## src/rtl/cmdq_age_pkg.sv

```systemverilog
package cmdq_age_pkg;
  localparam int unsigned DEF_DEPTH  = 8;
  localparam int unsigned DEF_CMD_W  = 8;
  localparam int unsigned DEF_PRIO_W = 2;
  localparam int unsigned DEF_CNT_W  = 8;

  // where a slot takes its next contents from
  typedef enum logic [1:0] {
    SRC_HOLD = 2'd0,  // same index of the post-pop view
    SRC_NEW  = 2'd1,  // the pushed command
    SRC_BACK = 2'd2   // previous index of the post-pop view
  } slot_src_e;
endpackage

```

## src/rtl/cmdq_age_timer.sv

```systemverilog
module cmdq_age_timer #(
  parameter int unsigned CNT_W = 8
) (
  input  logic             clk,
  input  logic             rst,
  input  logic [CNT_W-1:0] rate_i,
  output logic             tick_o
);
  logic [CNT_W-1:0] cnt_q;
  logic [CNT_W-1:0] limit;

  assign limit = (rate_i == '0) ? '0 : rate_i - CNT_W'(1);

  always_ff @(posedge clk) begin
    if (rst) begin
      cnt_q  <= '0;
      tick_o <= 1'b0;
    end else if (cnt_q >= limit) begin
      cnt_q  <= '0;
      tick_o <= 1'b1;
    end else begin
      cnt_q  <= cnt_q + CNT_W'(1);
      tick_o <= 1'b0;
    end
  end


  tick_spacing_chk: assert property (@(posedge clk) disable iff (rst)
    (tick_o && rate_i > CNT_W'(1)) |=> !tick_o);


  zero_rate_chk: assert property (@(posedge clk) disable iff (rst)
    (rate_i == '0) |=> tick_o);
endmodule

```

## src/rtl/cmdq_age_step.sv

```systemverilog
module cmdq_age_step #(
  parameter int unsigned PRIO_W = 2,
  parameter int unsigned CNT_W  = 8
) (
  input  logic              tick_i,
  input  logic [PRIO_W-1:0] prio_i,
  input  logic [CNT_W-1:0]  cnt_i,
  input  logic [CNT_W-1:0]  reload_i,
  output logic [PRIO_W-1:0] prio_o,
  output logic [CNT_W-1:0]  cnt_o
);
  always_comb begin
    prio_o = prio_i;
    cnt_o  = cnt_i;
    if (tick_i) begin
      if (cnt_i <= CNT_W'(1)) begin
        cnt_o = reload_i;
        if (prio_i != '0) prio_o = prio_i - PRIO_W'(1);
      end else begin
        cnt_o = cnt_i - CNT_W'(1);
      end
    end
  end
endmodule

```

## src/rtl/cmdq_age_store.sv

```systemverilog
module cmdq_age_store
  import cmdq_age_pkg::*;
#(
  parameter int unsigned DEPTH  = 8,
  parameter int unsigned CMD_W  = 8,
  parameter int unsigned PRIO_W = 2,
  parameter int unsigned CNT_W  = 8
) (
  input  logic                          clk,
  input  logic                          rst,
  input  logic                          tick_i,
  input  logic [CNT_W-1:0]              reload_i,
  input  logic                          push_i,
  input  logic [CMD_W-1:0]              push_cmd_i,
  input  logic [PRIO_W-1:0]             push_prio_i,
  input  logic                          pop_i,
  output logic [DEPTH-1:0][CMD_W-1:0]   cmd_o,
  output logic [DEPTH-1:0][PRIO_W-1:0]  prio_o,
  output logic [DEPTH-1:0]              valid_o
);
  logic [DEPTH-1:0][CMD_W-1:0]  cmd_q;
  logic [DEPTH-1:0][PRIO_W-1:0] prio_q;
  logic [DEPTH-1:0][CNT_W-1:0]  wait_q;
  logic [DEPTH-1:0]             valid_q;

  // aged view of every slot
  logic [DEPTH-1:0][PRIO_W-1:0] aged_prio;
  logic [DEPTH-1:0][CNT_W-1:0]  aged_wait;

  // view after an accepted pop
  logic [DEPTH-1:0][CMD_W-1:0]  sh_cmd;
  logic [DEPTH-1:0][PRIO_W-1:0] sh_prio;   // aged
  logic [DEPTH-1:0][PRIO_W-1:0] sh_cur;    // pre-aging, used for placement
  logic [DEPTH-1:0][CNT_W-1:0]  sh_wait;
  logic [DEPTH-1:0]             sh_valid;

  // same view taken one index lower, for slots that move back
  logic [DEPTH-1:0][CMD_W-1:0]  pv_cmd;
  logic [DEPTH-1:0][PRIO_W-1:0] pv_prio;
  logic [DEPTH-1:0][CNT_W-1:0]  pv_wait;
  logic [DEPTH-1:0]             pv_valid;
  logic [DEPTH-1:0]             pv_keep;

  logic [DEPTH-1:0] keep;
  slot_src_e        src [DEPTH];

  logic pop_acc;
  logic push_acc;

  assign pop_acc  = pop_i & valid_q[0];
  assign push_acc = push_i & ~valid_q[DEPTH-1];

  for (genvar g = 0; g < DEPTH; g++) begin : g_slot
    cmdq_age_step #(.PRIO_W(PRIO_W), .CNT_W(CNT_W)) u_step (
      .tick_i   (tick_i),
      .prio_i   (prio_q[g]),
      .cnt_i    (wait_q[g]),
      .reload_i (reload_i),
      .prio_o   (aged_prio[g]),
      .cnt_o    (aged_wait[g])
    );

    if (g < DEPTH-1) begin : g_mid
      assign sh_cmd[g]   = pop_acc ? cmd_q[g+1]     : cmd_q[g];
      assign sh_prio[g]  = pop_acc ? aged_prio[g+1] : aged_prio[g];
      assign sh_cur[g]   = pop_acc ? prio_q[g+1]    : prio_q[g];
      assign sh_wait[g]  = pop_acc ? aged_wait[g+1] : aged_wait[g];
      assign sh_valid[g] = pop_acc ? valid_q[g+1]   : valid_q[g];
    end else begin : g_last
      assign sh_cmd[g]   = pop_acc ? '0   : cmd_q[g];
      assign sh_prio[g]  = pop_acc ? '0   : aged_prio[g];
      assign sh_cur[g]   = pop_acc ? '0   : prio_q[g];
      assign sh_wait[g]  = pop_acc ? '0   : aged_wait[g];
      assign sh_valid[g] = pop_acc ? 1'b0 : valid_q[g];
    end

    if (g == 0) begin : g_first
      assign pv_cmd[g]   = '0;
      assign pv_prio[g]  = '0;
      assign pv_wait[g]  = '0;
      assign pv_valid[g] = 1'b0;
      assign pv_keep[g]  = 1'b1;
    end else begin : g_rest
      assign pv_cmd[g]   = sh_cmd[g-1];
      assign pv_prio[g]  = sh_prio[g-1];
      assign pv_wait[g]  = sh_wait[g-1];
      assign pv_valid[g] = sh_valid[g-1];
      assign pv_keep[g]  = keep[g-1];
    end
  end

  // keep[i]: some occupied slot at or after i is no less urgent than the push
  always_comb begin
    logic run;
    run = 1'b0;
    for (int i = DEPTH-1; i >= 0; i--) begin
      run     = run | (sh_valid[i] && (sh_cur[i] <= push_prio_i));
      keep[i] = run;
    end
  end

  always_comb begin
    for (int i = 0; i < DEPTH; i++) begin
      if (!push_acc || keep[i])  src[i] = SRC_HOLD;
      else if (pv_keep[i])       src[i] = SRC_NEW;
      else                       src[i] = SRC_BACK;
    end
  end

  always_ff @(posedge clk) begin
    if (rst) begin
      cmd_q   <= '0;
      prio_q  <= '0;
      wait_q  <= '0;
      valid_q <= '0;
    end else begin
      for (int i = 0; i < DEPTH; i++) begin
        case (src[i])
          SRC_NEW: begin
            cmd_q[i]   <= push_cmd_i;
            prio_q[i]  <= push_prio_i;
            wait_q[i]  <= reload_i;
            valid_q[i] <= 1'b1;
          end
          SRC_BACK: begin
            cmd_q[i]   <= pv_cmd[i];
            prio_q[i]  <= pv_prio[i];
            wait_q[i]  <= pv_wait[i];
            valid_q[i] <= pv_valid[i];
          end
          default: begin
            cmd_q[i]   <= sh_cmd[i];
            prio_q[i]  <= sh_prio[i];
            wait_q[i]  <= sh_wait[i];
            valid_q[i] <= sh_valid[i];
          end
        endcase
      end
    end
  end

  assign cmd_o   = cmd_q;
  assign prio_o  = prio_q;
  assign valid_o = valid_q;


  no_overflow_chk: assert property (@(posedge clk) disable iff (rst)
    (valid_q[DEPTH-1] && push_i && !pop_i) |=> (valid_q == $past(valid_q)));


  empty_pop_chk: assert property (@(posedge clk) disable iff (rst)
    (!valid_q[0] && pop_i && !push_i) |=> !valid_q[0]);


  still_order_chk: assert property (@(posedge clk) disable iff (rst)
    (!push_i && !pop_i) |=> $stable(cmd_q));

  for (genvar g = 0; g < DEPTH; g++) begin : g_chk
    if (g > 0) begin : g_contig

      contig_chk: assert property (@(posedge clk) disable iff (rst)
        valid_q[g] |-> valid_q[g-1]);
    end


    age_step_chk: assert property (@(posedge clk) disable iff (rst)
      (!push_i && !pop_i && valid_q[g]) |=>
        (prio_q[g] == $past(prio_q[g]) ||
         ({1'b0, prio_q[g]} + 1'b1) == {1'b0, $past(prio_q[g])}));


    floor_chk: assert property (@(posedge clk) disable iff (rst)
      (!push_i && !pop_i && valid_q[g] && prio_q[g] == '0) |=> (prio_q[g] == '0));
  end
endmodule

```

## src/rtl/cmdq_age_top.sv

```systemverilog
module cmdq_age_top
  import cmdq_age_pkg::*;
#(
  parameter int unsigned DEPTH  = DEF_DEPTH,
  parameter int unsigned CMD_W  = DEF_CMD_W,
  parameter int unsigned PRIO_W = DEF_PRIO_W,
  parameter int unsigned CNT_W  = DEF_CNT_W
) (
  input  logic                    clk,
  input  logic                    rst,
  input  logic                    push_i,
  input  logic [CMD_W-1:0]        push_cmd_i,
  input  logic [PRIO_W-1:0]       push_prio_i,
  input  logic                    pop_i,
  input  logic [CNT_W-1:0]        age_rate_i,
  input  logic [CNT_W-1:0]        entry_age_i,
  output logic                    head_valid_o,
  output logic [CMD_W-1:0]        head_cmd_o,
  output logic [PRIO_W-1:0]       head_prio_o,
  output logic [DEPTH-1:0]        slot_valid_o,
  output logic [DEPTH*PRIO_W-1:0] slot_prio_o,
  output logic                    full_o
);
  logic                         tick;
  logic [CNT_W-1:0]             reload_eff;
  logic [DEPTH-1:0][CMD_W-1:0]  cmd_w;
  logic [DEPTH-1:0][PRIO_W-1:0] prio_w;
  logic [DEPTH-1:0]             valid_w;

  assign reload_eff = (entry_age_i == '0) ? CNT_W'(1) : entry_age_i;

  cmdq_age_timer #(.CNT_W(CNT_W)) u_timer (
    .clk    (clk),
    .rst    (rst),
    .rate_i (age_rate_i),
    .tick_o (tick)
  );

  cmdq_age_store #(
    .DEPTH(DEPTH), .CMD_W(CMD_W), .PRIO_W(PRIO_W), .CNT_W(CNT_W)
  ) u_store (
    .clk         (clk),
    .rst         (rst),
    .tick_i      (tick),
    .reload_i    (reload_eff),
    .push_i      (push_i),
    .push_cmd_i  (push_cmd_i),
    .push_prio_i (push_prio_i),
    .pop_i       (pop_i),
    .cmd_o       (cmd_w),
    .prio_o      (prio_w),
    .valid_o     (valid_w)
  );

  assign head_valid_o = valid_w[0];
  assign head_cmd_o   = cmd_w[0];
  assign head_prio_o  = prio_w[0];
  assign slot_valid_o = valid_w;
  assign slot_prio_o  = prio_w;
  assign full_o       = valid_w[DEPTH-1];


  reset_empty_chk: assert property (@(posedge clk)
    rst |=> (!head_valid_o && slot_valid_o == '0));
endmodule

```

## config.mk

```make
export PLATFORM = sky130hd
export DESIGN_NAME = cmdq_age_top
export DESIGN_NICKNAME = d
export VERILOG_FILES = /design/src/rtl/cmdq_age_pkg.sv /design/src/rtl/cmdq_age_timer.sv /design/src/rtl/cmdq_age_step.sv /design/src/rtl/cmdq_age_store.sv /design/src/rtl/cmdq_age_top.sv
export SDC_FILE = /design/constraint.sdc
export NUM_CORES = 1
export LEC_CHECK = 0
export BUFFER_PORTS_ARGS = -buffer_cell sky130_fd_sc_hd__buf_4
export CAP_MARGIN = 20
export CORE_MARGIN = 1
export CORE_UTILIZATION = 63
export CTS_CLUSTER_DIAMETER = 200
export DETAILED_ROUTE_END_ITERATION = 6
export PLACE_DENSITY = 0.91
export SLEW_MARGIN = 30
export SYNTH_ARGS = -nofsm -noshare
export SYNTH_HDL_FRONTEND = slang
export SYNTH_SLANG_ARGS = --single-unit
```

## constraint.sdc

```tcl
create_clock -name clk -period 4.9 [get_ports clk]
set_input_delay 0.49 -clock clk [delete_from_list [all_inputs] [get_ports clk]]
set_output_delay 0.49 -clock clk [all_outputs]
set_load 0.02 [all_outputs]
```

# ---- After elaboration in Yosys (flattened, before gate mapping)
# Index checks and enable logic that the tools add are counted.
dict set report word_totals {
  ram_bits 0
  n_memories 0
  rom_bits 0
  regBits 161
  latchBits 0
  inputBits 30
  output_inout_bits 36
  word_cells 247
}
dict set report classes {
  n_div 0
  bitwise 10
  n_addsub 18
  mux 130
  multipliers 0
  reduce_logical 29
  shifts 0
  n_eq_ne 16
  n_lt_le_gt_ge 17
}
# operator count
set ops {}
lappend ops {{two-way mux 8 bit} 34}
lappend ops {{one-hot mux 8 bit (2 select lines)} 16}
lappend ops {{two-way mux 2 bit} 54}
lappend ops {{subtractor 8 x 1 -> 8 bit (second input constant)} 9}
lappend ops {{<= comparator 8 x 1 -> 1 bit (second input constant)} 8}
lappend ops {{one-hot mux 2 bit (2 select lines)} 8}
lappend ops {{equality test 2 x 1 -> 1 bit (second input constant)} 8}
lappend ops {{equality test 2 bit (second input constant)} 8}
lappend ops {{<= comparator 2 bit} 8}
lappend ops {{zero test 8 bit} 2}
lappend ops {{one-hot mux 1 bit (2 select lines)} 8}
lappend ops {{nonzero test 2 bit} 8}
lappend ops {{subtractor 2 x 1 -> 2 bit (second input constant)} 8}
lappend ops {{two-way mux 1 bit} 10}
lappend ops {{adder 8 x 1 -> 8 bit (second input constant)} 1}
lappend ops {{>= comparator 8 bit} 1}
lappend ops {{logical AND 1 bit} 8}
lappend ops {{logical OR 1 bit} 8}
lappend ops {{OR 1 bit} 7}
lappend ops {{nonzero test 3 bit} 1}
lappend ops {{AND 1 bit} 2}
lappend ops {{OR reduction 2 bit} 1}
lappend ops {{zero test 1 bit} 1}
lappend ops {{inverter 1 bit} 1}

# ---- Depth between registers and ports, before layout
dict set report depth {
  depth_word 15
  mapped_depth 18
  mapped_depth_nobuf 13
}

# ---- Hierarchy
# A second synthesis with hierarchy kept.
dict set report unflattened {
  cells_unflattened 1766
  area_unflattened_um2 12695.9
}
# module area_per_inst_um2 n_inst seq_area_each_um2 cells_per_inst
set modules_own_cells {}
lappend modules_own_cells {cmdq_age_store 8834.7 1 3042.9 1195}
lappend modules_own_cells {cmdq_age_step 386.6 8 0.0 60}
lappend modules_own_cells {cmdq_age_timer 686.9 1 180.2 77}
lappend modules_own_cells {cmdq_age_top 81.3 1 0.0 14}

# ---- Worst setup path after synthesis
# No wires, ideal clock.
dict set report synth_path {
  path_kind {input-to-reg}
  startpoint {input pop_i}
  endpoint {register u_store.cmd_q (netlist bit u_store.cmd_o[40])}
  slack_ns 0.686
  arrival_time_ns 4.086
  path_buffers 7
  cell_stages 18
  setup_time_ns 0.128
  required_ns 4.772
  path_cell_list {buf_2 > nand2_2 > clkbuf_1 > buf_1 > clkbuf_1 > buf_1 > nand2_1 > nand2_1 > ha_1 > nor2b_1 > o21ai_0 > a21o_1 > clkbuf_1 > nor2_1 > and2_1 > clkbuf_1 > a221oi_1 > nor2_1}
}
dict set report synth_between {
  elab_chain_len 11
  elab_cells_between_ends 28
  classes_between {4 x order compare; 2 x eq/ne; 13 x mux; 4 x bitwise; 5 x reduce/logical}
}
# item line_no
set synth_lines {}
lappend synth_lines {{from (decl)} cmdq_age_top.sv:14} ;# input logic pop_i,
lappend synth_lines {{AND 1 bit *} cmdq_age_store.sv:50} ;# assign pop_acc = pop_i & valid_q[0];
lappend synth_lines {{two-way mux 2 bit, on equally long branches} {cmdq_age_store.sv:72, cmdq_age_store.sv:66}}
lappend synth_lines {{<= comparator 2 bit} cmdq_age_store.sv:97} ;# run = run | (sh_valid[i] && (sh_cur[i] <= push_prio_i));
lappend synth_lines {{logical AND 1 bit} cmdq_age_store.sv:97}
lappend synth_lines {{OR 1 bit (3 in a row)} cmdq_age_store.sv:97}
lappend synth_lines {{two-way mux 2 bit} cmdq_age_store.sv:105} ;# else if (pv_keep[i]) src[i] = SRC_NEW;
lappend synth_lines {{two-way mux 2 bit} cmdq_age_store.sv:104} ;# if (!push_acc || keep[i]) src[i] = SRC_HOLD;
lappend synth_lines {{equality test 2 bit or equality test 2 x 1 -> 1 bit (tied branches)} cmdq_age_store.sv:118} ;# case (src[i])
lappend synth_lines {{one-hot mux 8 bit (2 select lines) *} cmdq_age_store.sv:118}
lappend synth_lines {{to (signal, indexed assignment)} cmdq_age_store.sv:120} ;# cmd_q[i] <= push_cmd_i;
lappend synth_lines {{to (signal, indexed assignment)} cmdq_age_store.sv:126} ;# cmd_q[i] <= pv_cmd[i];
lappend synth_lines {{to (signal, indexed assignment)} cmdq_age_store.sv:132} ;# cmd_q[i] <= sh_cmd[i];
lappend synth_lines {{to (decl)} cmdq_age_store.sv:21} ;# logic [DEPTH-1:0][CMD_W-1:0] cmd_q;
# Mark *: on every way between the ends. The rest lies on a longest branch, timed or not.
# A chain may end at the register's enable or synchronous reset.

# ---- Final worst setup path
dict set report layout_path {
  startpoint {register u_store.valid_q[0], in the netlist u_store.valid_o[0]}
  endpoint {register u_store.cmd_q (netlist bit u_store.cmd_o[41])}
}
dict set report layout_between {
  elab_chain_len 11
  elab_cells_between_ends 28
  classes_between {4 x order compare; 2 x eq/ne; 13 x mux; 4 x bitwise; 5 x reduce/logical}
}
# item line_no
set layout_lines {}
lappend layout_lines {{from (decl)} cmdq_age_store.sv:24} ;# logic [DEPTH-1:0] valid_q;
lappend layout_lines {{from (signal, indexed assignment)} cmdq_age_store.sv:129} ;# valid_q[i] <= pv_valid[i];
lappend layout_lines {{from (signal, indexed assignment)} cmdq_age_store.sv:135} ;# valid_q[i] <= sh_valid[i];
lappend layout_lines {{AND 1 bit *} cmdq_age_store.sv:50}
lappend layout_lines {{two-way mux 2 bit, on equally long branches} {cmdq_age_store.sv:72, cmdq_age_store.sv:66}}
lappend layout_lines {{<= comparator 2 bit} cmdq_age_store.sv:97}
lappend layout_lines {{logical AND 1 bit} cmdq_age_store.sv:97}
lappend layout_lines {{OR 1 bit (3 in a row)} cmdq_age_store.sv:97}
lappend layout_lines {{two-way mux 2 bit} cmdq_age_store.sv:105}
lappend layout_lines {{two-way mux 2 bit} cmdq_age_store.sv:104}
lappend layout_lines {{equality test 2 bit or equality test 2 x 1 -> 1 bit (tied branches)} cmdq_age_store.sv:118}
lappend layout_lines {{one-hot mux 8 bit (2 select lines) *} cmdq_age_store.sv:118}
# Marked as above.

==> impl_summary.md <==
Status
The run finished, with violations left. The checks that failed: DRC.

Cells and area
Compared with the post-synthesis result, the final layout area differs by 9.96%. For this run, the share of the core covered by cells in the final layout is 70.8%. Of the cells placed in the final design, the portion with a size suffix greater than 1 is 11.1%. The final non-filler cell total is 1,747. The final non-filler cell area is 12,700 sq um. The number of antenna diodes in the final layout is 0.

At the end of the flow, the number of nets in the layout was 1,577.

Flow run
The tool flagged a number of max-cap violations equal to 0.

Worst setup path
The critical-path maximum fanout is 78. Traced cell by cell, the critical path runs through nand2_8 > nand2_1 > nand2_1 > ha_1 > nor2b_1 > o21ai_0 > o21a_1 > nor2_1 > a21oi_1 > a221oi_1 > nor2_1. The element type at the critical path end is a flip-flop.

The arrival time at the worst endpoint is 4.74 ns. STA classifies the critical path startpoint as a flip-flop. The buffering stage count on the worst path with inverters included is 0. The slowest stage of the critical path is the o21a_1 cell. The cell family contributing the most delay on the critical path is compound AO/OA/AOI/OAI gates. The worst setup path is of the reg2reg kind. The delay contributed by the slowest stage of the critical path is 0.66 ns. The worst endpoint required time is 5.28 ns.

Global route
The sum of overflow across all layers after global routing is 0. For met2 alone, demand over resource in global routing was 61.0%. The total routing usage reported by global routing is 39.9%.

The met3 capacity usage during global routing is 9.57%. The global routing stage identified its most utilized layer as met2. The first global-routing pass estimated 58.9 mm of wire.

The number of antenna violations at the first check in global routing is 0. Global routing consumed, on the met1 layer, 51.1% of the routing resources. Entering global routing, the biggest net connects 79 pins. The number of global-route vias before repair was 11,447.

Floorplan
The I/O pin count is 66. The initial core utilization is 64.4%. The die footprint is 18,900 sq um. The die outline width is 138 um. The number of placement rows is 49.

The die boundary height is 138 um. The floorplan core area is 18,000 sq um.

Clock network
The number of buffers added by the clock tree synthesis step is 17. The post-cts gate resize count is 0. Clock-pin slew was measured on the worst setup and hold paths at 0.07 ns. The cts-stage hold buffer count is 0.

The clock latency at the later pin of the worst-skew pair is 0.44 ns. The total number of H-tree levels is 4. In this run the deepest clock path goes through 2 buffers.

Once the clock tree was built, the setup fixing pass inserted 0 buffers. The root buffer cell chosen for the clock tree is clkbuf_16. TritonCTS built the clock tree. The number of clock sinks is 161.

Synthesis
The synthesized netlist cell count is 1,527. The post-synthesis cell type count is 80. The number of enable-type register cells in the synthesized netlist is 0. The Yosys step of the flow raised 0 warnings. The flip-flop and latch count after synthesis is 161. The mean instance size in the synthesized netlist is 7.58 sq um. The part of the Yosys area used for sequential elements is 27.9%. The post-synthesis async set-or-reset flop share is 0%. The most used flip-flop cell after synthesis is dfxtp_1.

The mapped netlist covers 11,600 sq um. The number of nets handed over by synthesis was 1,599.

Route
For this block, the via count after detailed routing is 12,645. The detailed router finished its first iteration with 1,845 violations. Dividing the detail-routed wire length by the instance count gives 21.4 um. The routed wire length is 37.5 mm. For this run, design rule violations remaining after detail routing come to 6. The first detailed-routing pass ran for 7 iterations. The remaining number of nets flagged by the antenna check after routing is 0. The detail-routed via count per cell is 7.24.

STA
The count of final max-slew check failures is 0. On the final layout, the worst clock skew is 0.0122 ns. On the final layout, the worst hold slack is 0.363 ns.

The shortest period the worst path allows is 4.36 ns. Setup repair after global routing left no endpoint under its margin. Timing would allow up to 229 MHz. In this run the tightest slew margin relative to its limit is 36.0%. The total count of hold-check failures in the final report is 0.

Setup violations remaining at the end of the flow were counted as 0. The share of the clock period used by the worst path is 89.0%. In the final timing run, aggregate negative setup slack is 0 ns. The slew at the pin with the worst max-slew slack is 0.957 ns.

Pwr
VDD sags by at most 0.397 mV. Power spread over the standard cell area amounts to 614 nW/um^2. The total leakage power is 0.00514 uW.

Placement
The wire-length estimate of the detail-placed layout is 25.7 mm. The placed instances occupy a cell area of 12,000 sq um. In this run, placement finished with an instance count of 1,715. At the end of routability-driven placement, the weighted congestion stood at 0.950. The number of I/O port buffers is 65.

Worst hold path
The path class of the tightest hold or removal check is in2reg.
## where the power goes
group | internal (uW) | switching [uW]
Sequential | 1690 | 451
Clock | 1020 | 570
Combinational | 1540 | 2540
## worst paths after layout
kind	depth (start not counted)	slack, ns	to	from
min	2	0.36	u_store.cmd_o[23]$_SDFF_PP0_	push_cmd_i[7]
max reg2reg	11	0.54	u_store.cmd_o[41]$_SDFF_PP0_	u_store.valid_o[0]$_SDFF_PP0_
max	11	0.54	u_store.cmd_o[41]$_SDFF_PP0_	u_store.valid_o[0]$_SDFF_PP0_
min reg2reg	2	0.49	u_store.cmd_o[54]$_SDFF_PP0_	u_store.cmd_o[62]$_SDFFE_PP0P_
## metrics by stage
| step | setup slack, ns | total power (uW) |
|---|---|---|
| 6_report | 0.538 | 7810 |
| 5_1_grt | 0.237 | 8230 |
| 4_1_cts | 0.540 | 7630 |
| 3_5_place_dp | 0.676 | 6020 |
| 3_3_place_gp | 0.897 | 5890 |
| 2_1_floorplan | 0.686 | 5040 |
## synthesized netlist by cell type (13+ instances only)
master,count,share of area (%)
nand2_1,182,5.9
dfxtp_1,161,28
nor2_1,158,5.1
a21oi_1,122,5.3
clkbuf_1,80,2.6
mux2i_1,76,6.6
o21ai_0,72,3.1
a211oi_1,43,2.8
nand3_1,43,1.9
ha_1,42,4.5
nor3_1,39,1.7
inv_1,35,1.1
a221oi_1,25,1.9
a222oi_1,22,1.9
buf_1,20,0.65
o211ai_1,20,1.3
a31oi_1,19,1.0
a22oi_1,18,1.2
and2_1,18,0.97
a22o_1,17,1.3
nor2b_1,16,0.87
nand4_1,15,0.81
o31ai_1,15,0.97
a311oi_1,14,1.1
and3_1,13,0.70
mux2_2,13,1.3
o22ai_1,13,0.70
or4_1,13,0.84
## kinds of logic after synthesis
kind of cell	share of synthesized area, %
flops	27.9
mux	7.84
xor+xnor	0.833
buf+inv	6.01
compound gates	29.4
simple gates	23.5
fa+ha+maj	4.54
## state kept, by name (all words and copies together), names as in the netlist
register	flops
u_store.cmd_o	64
u_timer.cnt_q	8
u_store.wait_q	64
u_timer.tick_o	1
u_store.valid_o	8
u_store.prio_o	16
## cells in the final DEF, fill, tap and decap left out, types with 16 or more instances in the layout
master,count
a222oi_1,22
a211oi_1,43
nor2_1,158
inv_1,34
a31oi_1,19
dfxtp_1,160
a221oi_1,25
clkbuf_16,17
o21ai_0,71
o211ai_1,20
buf_4,90
a22o_1,17
and2_1,17
ha_1,42
nor2b_1,16
mux2i_1,76
nand2_1,182
a22oi_1,18
a21oi_1,121
nand3_1,43
nor3_1,39
## layer usage
layer / wire length [um] / vias to the layer above
li1: - / 5696
met1: 14200 / 5833
met2: 16700 / 899
met3: 4460 / 217
met4: 2110 / 0
met5: 0 / -
## layout make-up
class / count / area [sq um]
Timing Repair Buffer: 90 / 676
Tap cell: 229 / 287
Clock buffer: 19 / 443
Fill cell: 1359 / 5240
Sequential cell: 161 / 3220
Inverter: 36 / 135
Clock inverter: 13 / 258
Multi-Input combinational cell: 1199 / 7700
Power figures use the tool's default switching activity.
